[src/rtl/flowctl_pkg.sv]
package flowctl_pkg;
  localparam int QUANTA_W = 16;
  typedef logic [QUANTA_W-1:0] quanta_t;
  typedef enum logic { GEN_IDLE = 1'b0, GEN_PAUSING = 1'b1 } gen_state_e;
endpackage

[src/rtl/fc_quanta_timer.sv]
module fc_quanta_timer #(
  parameter int QW          = 16,
  parameter int QUANTUM_CYC = 64
) (
  input  logic          clk,
  input  logic          rst_n,
  input  logic          clr,
  input  logic          load,
  input  logic [QW-1:0] load_val,
  output logic [QW-1:0] count
);
  localparam int PW = $clog2(QUANTUM_CYC + 1);
  localparam logic [PW-1:0] LAST = PW'(QUANTUM_CYC - 1);

  logic [PW-1:0] presc;

  always_ff @(posedge clk) begin
    if (!rst_n) begin
      count <= '0;
      presc <= '0;
    end else if (clr) begin
      count <= '0;
      presc <= '0;
    end else if (load) begin
      count <= load_val;
      presc <= '0;
    end else if (count != '0) begin
      if (presc == LAST) begin
        presc <= '0;
        count <= count - 1'b1;
      end else begin
        presc <= presc + 1'b1;
      end
    end
  end

  assert_load_takes_R5: assert property (@(posedge clk) disable iff (!rst_n)
    (load && !clr) |=> (count == $past(load_val)));
  assert_never_counts_up_R4: assert property (@(posedge clk) disable iff (!rst_n)
    !load |=> (count <= $past(count)));
endmodule

[src/rtl/fc_rx_pause.sv]
module fc_rx_pause
  import flowctl_pkg::*;
#(
  parameter int QUANTUM_CYC = 64
) (
  input  logic    clk,
  input  logic    rst_n,
  input  logic    full_duplex,
  input  logic    tx_flow_en,
  input  logic    pause_ev,
  input  quanta_t pause_ev_quanta,
  input  logic    tx_frame_active,
  output logic    tx_hold,
  output quanta_t timer
);
  logic gate;
  logic hold_q;

  assign gate = full_duplex & tx_flow_en;

  fc_quanta_timer #(.QW(QUANTA_W), .QUANTUM_CYC(QUANTUM_CYC)) u_tmr (
    .clk      (clk),
    .rst_n    (rst_n),
    .clr      (~gate),
    .load     (pause_ev & gate),
    .load_val (pause_ev_quanta),
    .count    (timer)
  );

  always_ff @(posedge clk) begin
    if (!rst_n)                hold_q <= 1'b0;
    else if (!tx_frame_active) hold_q <= (timer != '0);
  end

  assign tx_hold = hold_q;

  assert_gate_off_clears_R3: assert property (@(posedge clk) disable iff (!rst_n)
    !gate |=> (timer == '0));
  assert_hold_frozen_in_frame_R6: assert property (@(posedge clk) disable iff (!rst_n)
    tx_frame_active |=> (tx_hold == $past(tx_hold)));
endmodule

[src/rtl/fc_thresh_cmp.sv]
module fc_thresh_cmp #(
  parameter int NUM_CH = 8,
  parameter int CNT_W  = 16
) (
  input  logic                    clk,
  input  logic                    rst_n,
  input  logic                    rx_flow_en,
  input  logic [NUM_CH-1:0]       chan_en,
  input  logic [NUM_CH*CNT_W-1:0] free_cnt,
  input  logic [NUM_CH*CNT_W-1:0] thresh,
  output logic                    trig
);
  logic [NUM_CH-1:0] hit;

  for (genvar i = 0; i < NUM_CH; i++) begin : g_ch
    assign hit[i] = chan_en[i] & (free_cnt[i*CNT_W +: CNT_W] <= thresh[i*CNT_W +: CNT_W]);
  end

  always_ff @(posedge clk) begin
    if (!rst_n) trig <= 1'b0;
    else        trig <= rx_flow_en & (|hit);
  end

  assert_disabled_no_trig_R7: assert property (@(posedge clk) disable iff (!rst_n)
    !rx_flow_en |=> !trig);
endmodule

[src/rtl/fc_pause_gen.sv]
module fc_pause_gen
  import flowctl_pkg::*;
#(
  parameter int QUANTUM_CYC = 64
) (
  input  logic    clk,
  input  logic    rst_n,
  input  logic    pause_on,
  input  quanta_t cfg_quanta,
  output logic    req_valid,
  input  logic    req_ready,
  output quanta_t req_quanta,
  output quanta_t timer
);
  gen_state_e state;
  logic       fire;
  quanta_t    half;

  assign fire = req_valid & req_ready;
  assign half = cfg_quanta >> 1;

  fc_quanta_timer #(.QW(QUANTA_W), .QUANTUM_CYC(QUANTUM_CYC)) u_tmr (
    .clk      (clk),
    .rst_n    (rst_n),
    .clr      (1'b0),
    .load     (fire),
    .load_val (req_quanta),
    .count    (timer)
  );

  always_ff @(posedge clk) begin
    if (!rst_n) begin
      state      <= GEN_IDLE;
      req_valid  <= 1'b0;
      req_quanta <= '0;
    end else if (fire) begin
      req_valid <= 1'b0;
      state     <= (req_quanta != '0) ? GEN_PAUSING : GEN_IDLE;
    end else if (!req_valid) begin
      case (state)
        GEN_IDLE: begin
          if (pause_on) begin
            req_valid  <= 1'b1;
            req_quanta <= cfg_quanta;
          end
        end
        GEN_PAUSING: begin
          if (!pause_on) begin
            req_valid  <= 1'b1;
            req_quanta <= '0;
          end else if (timer <= half) begin
            req_valid  <= 1'b1;
            req_quanta <= cfg_quanta;
          end
        end
        default: state <= GEN_IDLE;
      endcase
    end
  end

  assert_req_stable_R8: assert property (@(posedge clk) disable iff (!rst_n)
    (req_valid && !req_ready) |=> (req_valid && $stable(req_quanta)));
  assert_timer_loads_sent_R8: assert property (@(posedge clk) disable iff (!rst_n)
    fire |=> (timer == $past(req_quanta)));
endmodule

[src/rtl/mac_flow_ctrl.sv]
module mac_flow_ctrl
  import flowctl_pkg::*;
#(
  parameter int NUM_CH      = 8,
  parameter int CNT_W       = 16,
  parameter int QUANTUM_CYC = 64
) (
  input  logic                    clk,
  input  logic                    rst_n,
  input  logic                    cfg_full_duplex,
  input  logic                    cfg_tx_flow_en,
  input  logic                    cfg_rx_flow_en,
  input  logic [15:0]             cfg_pause_quanta,
  input  logic                    pause_ev,
  input  logic [15:0]             pause_ev_quanta,
  input  logic                    tx_frame_active,
  output logic                    tx_hold,
  input  logic [NUM_CH-1:0]       chan_en,
  input  logic [NUM_CH*CNT_W-1:0] free_cnt,
  input  logic [NUM_CH*CNT_W-1:0] thresh,
  input  logic                    rx_carrier,
  output logic                    force_col,
  output logic                    pause_req_valid,
  input  logic                    pause_req_ready,
  output logic [15:0]             pause_req_quanta,
  output logic [15:0]             rx_pause_timer,
  output logic [15:0]             tx_pause_timer
);
  logic trig;

  fc_rx_pause #(.QUANTUM_CYC(QUANTUM_CYC)) u_rxp (
    .clk             (clk),
    .rst_n           (rst_n),
    .full_duplex     (cfg_full_duplex),
    .tx_flow_en      (cfg_tx_flow_en),
    .pause_ev        (pause_ev),
    .pause_ev_quanta (pause_ev_quanta),
    .tx_frame_active (tx_frame_active),
    .tx_hold         (tx_hold),
    .timer           (rx_pause_timer)
  );

  fc_thresh_cmp #(.NUM_CH(NUM_CH), .CNT_W(CNT_W)) u_cmp (
    .clk        (clk),
    .rst_n      (rst_n),
    .rx_flow_en (cfg_rx_flow_en),
    .chan_en    (chan_en),
    .free_cnt   (free_cnt),
    .thresh     (thresh),
    .trig       (trig)
  );

  fc_pause_gen #(.QUANTUM_CYC(QUANTUM_CYC)) u_gen (
    .clk        (clk),
    .rst_n      (rst_n),
    .pause_on   (trig & cfg_full_duplex),
    .cfg_quanta (cfg_pause_quanta),
    .req_valid  (pause_req_valid),
    .req_ready  (pause_req_ready),
    .req_quanta (pause_req_quanta),
    .timer      (tx_pause_timer)
  );

  assign force_col = trig & ~cfg_full_duplex & rx_carrier;

  assert_col_only_half_R11: assert property (@(posedge clk) disable iff (!rst_n)
    force_col |-> !cfg_full_duplex);
endmodule

[config.mk]
export PLATFORM = sky130hd
export DESIGN_NAME = mac_flow_ctrl
export DESIGN_NICKNAME = d
export VERILOG_FILES = /design/src/rtl/flowctl_pkg.sv /design/src/rtl/fc_quanta_timer.sv /design/src/rtl/fc_rx_pause.sv /design/src/rtl/fc_thresh_cmp.sv /design/src/rtl/fc_pause_gen.sv /design/src/rtl/mac_flow_ctrl.sv
export SDC_FILE = /design/constraint.sdc
export NUM_CORES = 1
export LEC_CHECK = 0
export BUFFER_PORTS_ARGS = -buffer_cell sky130_fd_sc_hd__clkbuf_2
export CAP_MARGIN = 20
export CORE_MARGIN = 10
export CORE_UTILIZATION = 35
export CTS_BUF_LIST = sky130_fd_sc_hd__clkbuf_8
export DETAILED_ROUTE_END_ITERATION = 7
export PLACE_DENSITY_LB_ADDON = 0.25
export SYNTH_ARGS = -nofsm -noshare
export SYNTH_HDL_FRONTEND = slang
export SYNTH_SLANG_ARGS = --single-unit
[constraint.sdc]
create_clock -name clk -period 7.6 [get_ports clk]
set_input_delay 1.52 -clock clk [delete_from_list [all_inputs] [get_ports clk]]
set_output_delay 1.52 -clock clk [all_outputs]
set_load 0.01 [all_outputs]
Word level (Yosys, flattened, before mapping)
Cells that the tools add are included.
{ "totals": {"rom_bits": 0, "regBits": 66, "latch_bits": 0, "ramBits": 0, "n_memories": 0, "out_inout_bits": 51, "wordCells": 79, "inputBits": 305} }
{ "classes": {"n_bitwise": 21, "add_sub_neg": 4, "reduce_logical": 14, "magnitude_cmp": 9, "div_mod_pow": 0, "mux": 18, "n_mul": 0, "n_eq_ne": 4, "shifts": 0} }
{ "op_table": {"columns": ["cell", "count"], "rows": [
  ["$mux 16", 9],
  ["$le 16x16->1", 8],
  ["$reduce_bool 16->1", 3],
  ["$pmux 16 s2", 1],
  ["$sub 16x1->16 const B", 2],
  ["$le 16x15->1", 1],
  ["$and 1x1->1", 15],
  ["$add 7x1->7 const B", 2],
  ["$eq 7x6->1 const B", 2],
  ["$mux 7", 2],
  ["$reduce_bool 2->1", 4],
  ["$reduce_or 8->1", 1],
  ["$not 1->1", 6],
  ["$reduce_and 2->1", 3],
  ["$mux 1", 5],
  ["$reduce_and 4->1", 1],
  ["$ne 3x3->1 const B", 1],
  ["$reduce_or 3->1", 1],
  ["$ne 2x1->1 const B", 1],
  ["$pmux 1 s2", 1],
  ["$reduce_or 2->1", 1]
]} }

Longest topological paths before layout
{ "logic_depth": {"ltp_word": 5, "mapped_depth": 11, "ltp_nobuf": 9} }

Hierarchy
A second synthesis with hierarchy kept.
{ "unflattened": {"hier_cells": 873, "hier_area_um2": 7003.0} }
{ "by_module_without_submodules": {"columns": ["module", "cells_per_inst", "seq_area_each_um2", "instances", "area_per_inst_um2"], "rows": [
  ["fc_thresh_cmp", 457, 20.0, 1, 3329.4],
  ["fc_quanta_timer (u_gen.u_tmr)", 148, 460.4, 1, 1293.7],
  ["fc_quanta_timer (u_rxp.u_tmr)", 149, 460.4, 1, 1231.2],
  ["fc_pause_gen", 106, 360.3, 1, 1052.3],
  ["fc_rx_pause", 11, 20.0, 1, 80.1],
  ["mac_flow_ctrl", 2, 0.0, 1, 16.3]
]} }

Worst setup path after synthesis
OpenSTA, ideal clock, no wires.
{ "synth_timing": {"kind": "in2reg", "from": "input port cfg_pause_quanta[14]", "to": "register u_gen.req_quanta[10]", "arrival_time_ns": 3.763, "n_path_buf": 2, "path_slack_ns": 3.721, "stages": 10, "required_ns": 7.484, "setup_time_ns": 0.116, "cell_sequence": "inv_1 > ha_1 > a21o_1 > a211o_1 > or4_1 > a311oi_1 > buf_2 > buf_2 > mux2i_1 > nor2b_1"} }
{ "synth_via": {"elab_chain_cells": 3} }
{ "synth_lines": {"columns": ["item", "line", "text"], "rows": [
  ["from (decl)", "mac_flow_ctrl.sv:13", "input logic [15:0] cfg_pause_quanta,"],
  ["$le 16x15->1", "fc_pause_gen.sv:51", "end else if (timer <= half) begin"],
  ["$ne 3x3->1 (no line)", null, null],
  ["$reduce_and 4->1 (no line)", null, null],
  ["to (signal assigned)", "fc_pause_gen.sv:44", "req_quanta <= cfg_quanta;"],
  ["to (signal assigned)", "fc_pause_gen.sv:53", "req_quanta <= cfg_quanta;"],
  ["to (decl)", "fc_pause_gen.sv:12", "output quanta_t req_quanta,"]
]} }
Every way passes these cells.
A chain may end at the register's enable or synchronous reset.

Worst setup path in the final report
{ "layout_timing": {"from": "input port cfg_pause_quanta[14]", "to": "register u_gen.req_quanta[15]"} }
Same word-level chain as after synthesis.

==> flow_metrics.py <==
metrics = {
    "clock_network": {
        "ctsResizeCount": 0,
        "clk_pin_slew_worst_paths_ps": 70,
        "htreeDepth": 3,
        "holdBufCountCts": 0,
        "insertion_delay_ps": 350,
        "clock_sinks": 66,
        "cts_inserted_buffers": 9,
        "cts.path.max_buffers": 2,
        "cts_tree": "built",
        "postCtsSetupBuffers": 0,
        "cts_root_buf": "clkbuf_8",
    },
    "timing": {
        "fmax_mhz": 270,
        "finalHoldViolCount": 0,
        "worstMarginPinSlew_ps": 708,
        "timing.final.crit_share_pct": 48.8,
        "slew_headroom_pct": 52.8,
        "setup_viol": 0,
        "slew_viol_final": 0,
        "rsz0062_at_grt": "no",
        "clock_skew_ps": 7.62,
        "tns_ps": 0,
        "fin_crit_ps": 3710,
    },
    "floorplanning": {
        "core_um2": 18900,
        "io_pins": 356,
        "die_h_um": 159,
        "die_area_um2": 25400,
        "chipWidth_um": 159,
        "num_rows": 50,
        "start_util_pct": 36.0,
    },
    "detailed_routing": {
        "totalWireLength_mm": 24.4,
        "wl_per_cell_um": 16.4,
        "ant_nets": 0,
        "vias_per_cell": 4.85,
        "drc_errors": 0,
        "vias": 7212,
        "drt_first_iter_violations": 216,
        "first_pass_iters": 4,
    },
    "power": {
        "seq_power_share_pct": 38.4,
        "vdd_drop_max_mv": 0.0745,
        "p_per_area_nw_per_um2": 111,
        "intPower_uw": 678,
        "clkPwrFrac_pct": 27.2,
        "p_leak_nw": 4.98,
        "pwr-share-comb_pct": 34.4,
        "p_sw_uw": 330,
        "swShare_pct": 32.7,
    },
    "worst_setup_path": {
        "slowest_delay_ps": 560,
        "path_buf_inv": 3,
        "cp-end-kind": "flip-flop",
        "required_ps": 7840,
        "cp-start-kind": "input pin",
        "crit_fanout": 14,
        "crit_arrival_ps": 3950,
        "cp_top_family": "compound AO/OA/AOI/OAI gates",
        "slowest_stage": "or4_1",
        "path_cells": "clkbuf_2 -> inv_1 -> ha_1 -> a21o_1 -> a211o_1 -> or4_1 -> a311oi_4 -> buf_8 -> mux2i_1 -> nor2b_1",
        "worstSetupPathType": "input pin to flip-flop",
    },
    "final_layout": {
        "drive_gt1_share_pct": 31.3,
        "nets": 1672,
        "syn_to_final_growth_pct": 33.2,
        "finish.instance_area_um2": 9060,
    },
    "yosys": {
        "postSynthAreaPerCell_um2": 7.82,
        "synth-edff-count": 0,
        "synth_ff_type": "dfxtp_1",
        "synth_cell_types": 52,
        "synth_area_um2": 6800,
        "syn_nets": 1322,
        "yosysSeqAreaShare_pct": 19.4,
        "synthArstFlopShare_pct": 0,
        "ys_seq_elements": 66,
        "postSynthCellCount": 870,
        "yosys_warnings": 0,
    },
    "global_route": {
        "grt_overflow_total": 0,
        "grt_max_degree": 38,
        "grt_use_total_pct": 18.4,
        "grt_pass1_vias": 7397,
        "antenna_found_initial": 3,
        "grt_pass1_wl_mm": 38.1,
    },
    "outcome": {
        "status": "finished, final reports clean",
    },
    "worst_hold_path": {
        "min-delay-path-class": "flip-flop to flip-flop",
    },
    "job": {
        "drv_cap": 0,
    },
    "placement": {
        "place_area_um2": 8840,
        "gp_congestion": 0.892,
        "dp_hpwl_mm": 21.9,
        "portBuffers": 355,
    },
}
## layout by cell type (no fill, tap or decap), types with 18 or more instances in the layout
master,synthesis,routed
clkbuf_2,0,355
o21ai_0,32,32
nor2b_1,29,29
a21oi_1,66,66
nand4_1,38,38
dfxtp_1,66,66
nand2_1,30,30
nand3_1,22,22
a211oi_1,18,18
inv_1,153,155
ha_1,147,147
nor2_1,66,66
xnor2_1,25,25
## power by group through the flow
stage / clock network [mW] / registers, mW / logic [mW]
4_1_cts: 0.284 / 0.386 / 0.349
5_1_grt: 0.299 / 0.389 / 0.399
3_5_place_dp: 0 / 0.394 / 0.347
3_3_place_gp: 0 / 0.395 / 0.341
6_report: 0.275 / 0.387 / 0.347
2_1_floorplan: 0 / 0.392 / 0.198
## worst paths after layout
kind / slack (ps) / depth (start not counted) / end / from
worst max-delay path: 3890 / 10 / u_gen.req_quanta[15]$_SDFFE_PN0P_ / cfg_pause_quanta[14]
worst min-delay path: 430 / 2 / u_rxp.u_tmr.presc[6]$_SDFFE_PP0P_ / u_rxp.u_tmr.presc[6]$_SDFFE_PP0P_
worst min register to register: 430 / 2 / u_rxp.u_tmr.presc[6]$_SDFFE_PP0P_ / u_rxp.u_tmr.presc[6]$_SDFFE_PP0P_
worst max register to register: 4710 / 8 / u_gen.req_quanta[15]$_SDFFE_PN0P_ / u_gen.u_tmr.count[13]$_SDFFE_PN0P_
## worst register-to-register path, stage by stage (launching register included)
cell      delay [ps]
dfxtp_1          480
ha_1             300
a21o_1           180
a211o_1          300
or4_1            560
a311oi_4         460
buf_8            240
mux2i_1          210
nor2b_1           60
## metrics by stage
stage,hold slack (ps),total power [mW],worst slack [ps],instances,utilization (%)
2_1_floorplan,409,0.591,3720,870,-
3_5_place_dp,422,0.741,3170,1466,46.8
6_report,432,1.01,3890,1487,47.9
3_3_place_gp,418,0.736,3210,1466,46.8
4_1_cts,433,1.02,3540,1482,47.7
5_1_grt,457,1.09,3790,1487,47.9
## logic make-up (layout without fill, tap and decap cells)
family,count (synthesis),count (layout),share of synthesized area [%]
flip-flops,66,66,19.4
XOR/XNOR,40,40,5.26
AO/OA/AOI/OAI,166,166,15.2
AND/OR/NAND/NOR,263,263,21.0
multiplexers,15,15,2.21
other,0,2,0
adder cells (fa/ha/maj),147,147,27.0
buffers and inverters,173,528,9.82
## area by class of cell
type | count | area (um2)
fillers | 1958 | 9830
multi-input cells | 631 | 4830
repair buffers | 359 | 1820
flip-flops and latches | 66 | 1320
inverters | 153 | 574
well taps | 260 | 325
clock buffers | 12 | 165
clock inverters | 4 | 17.5
diodes | 2 | 5.00
## routing by layer
metal  up-vias  GRT usage [%]  share of wire, %
met1      3199           19.8                39
met5         -              0             0.053
li1       3767              -                 -
met3        26           6.53               8.0
met2       218           32.9                51
met4         2           5.52               1.8
## cells in the mapped netlist (2+ instances only)
| cell | instances | area, um2 |
|---|---|---|
| or3_1 | 4 | 25.0 |
| a21boi_0 | 4 | 30.0 |
| clkbuf_1 | 15 | 56.3 |
| nand2b_1 | 6 | 37.5 |
| nand3b_1 | 5 | 37.5 |
| buf_6 | 2 | 22.5 |
| a211oi_1 | 18 | 135 |
| xor2_1 | 14 | 123 |
| nor4_1 | 16 | 100 |
| nor2_1 | 66 | 248 |
| nor2b_1 | 29 | 181 |
| nand3_1 | 22 | 110 |
| nand4_1 | 38 | 238 |
| ha_1 | 147 | 1840 |
| a311oi_1 | 3 | 26.3 |
| xnor2_1 | 25 | 219 |
| a21oi_1 | 66 | 330 |
| nor3_1 | 16 | 80.1 |
| nand4b_1 | 6 | 52.6 |
| nand2_1 | 30 | 113 |
| and3_1 | 8 | 50.1 |
| a21o_1 | 14 | 105 |
| nor4bb_1 | 2 | 20.0 |
| dfxtp_1 | 66 | 1320 |
| or4_4 | 2 | 22.5 |
| or4_1 | 4 | 30.0 |
| a2111oi_0 | 8 | 70.1 |
| o22ai_1 | 2 | 12.5 |
| inv_1 | 153 | 574 |
| o211ai_1 | 8 | 60.1 |
| or2_2 | 3 | 18.8 |
| buf_2 | 3 | 15.0 |
| o21ai_0 | 32 | 160 |
| mux2i_1 | 15 | 150 |
## registers in the layout (all words and copies together) (netlist names)
register           flops
u_gen.req_quanta      16
u_gen.u_tmr.count     16
u_rxp.u_tmr.count     16
u_gen.u_tmr.presc      7
u_rxp.u_tmr.presc      7
u_cmp.trig             1
u_gen.req_valid        1
u_gen.state            1
u_rxp.tx_hold          1
(Power assumes the default switching activity.)
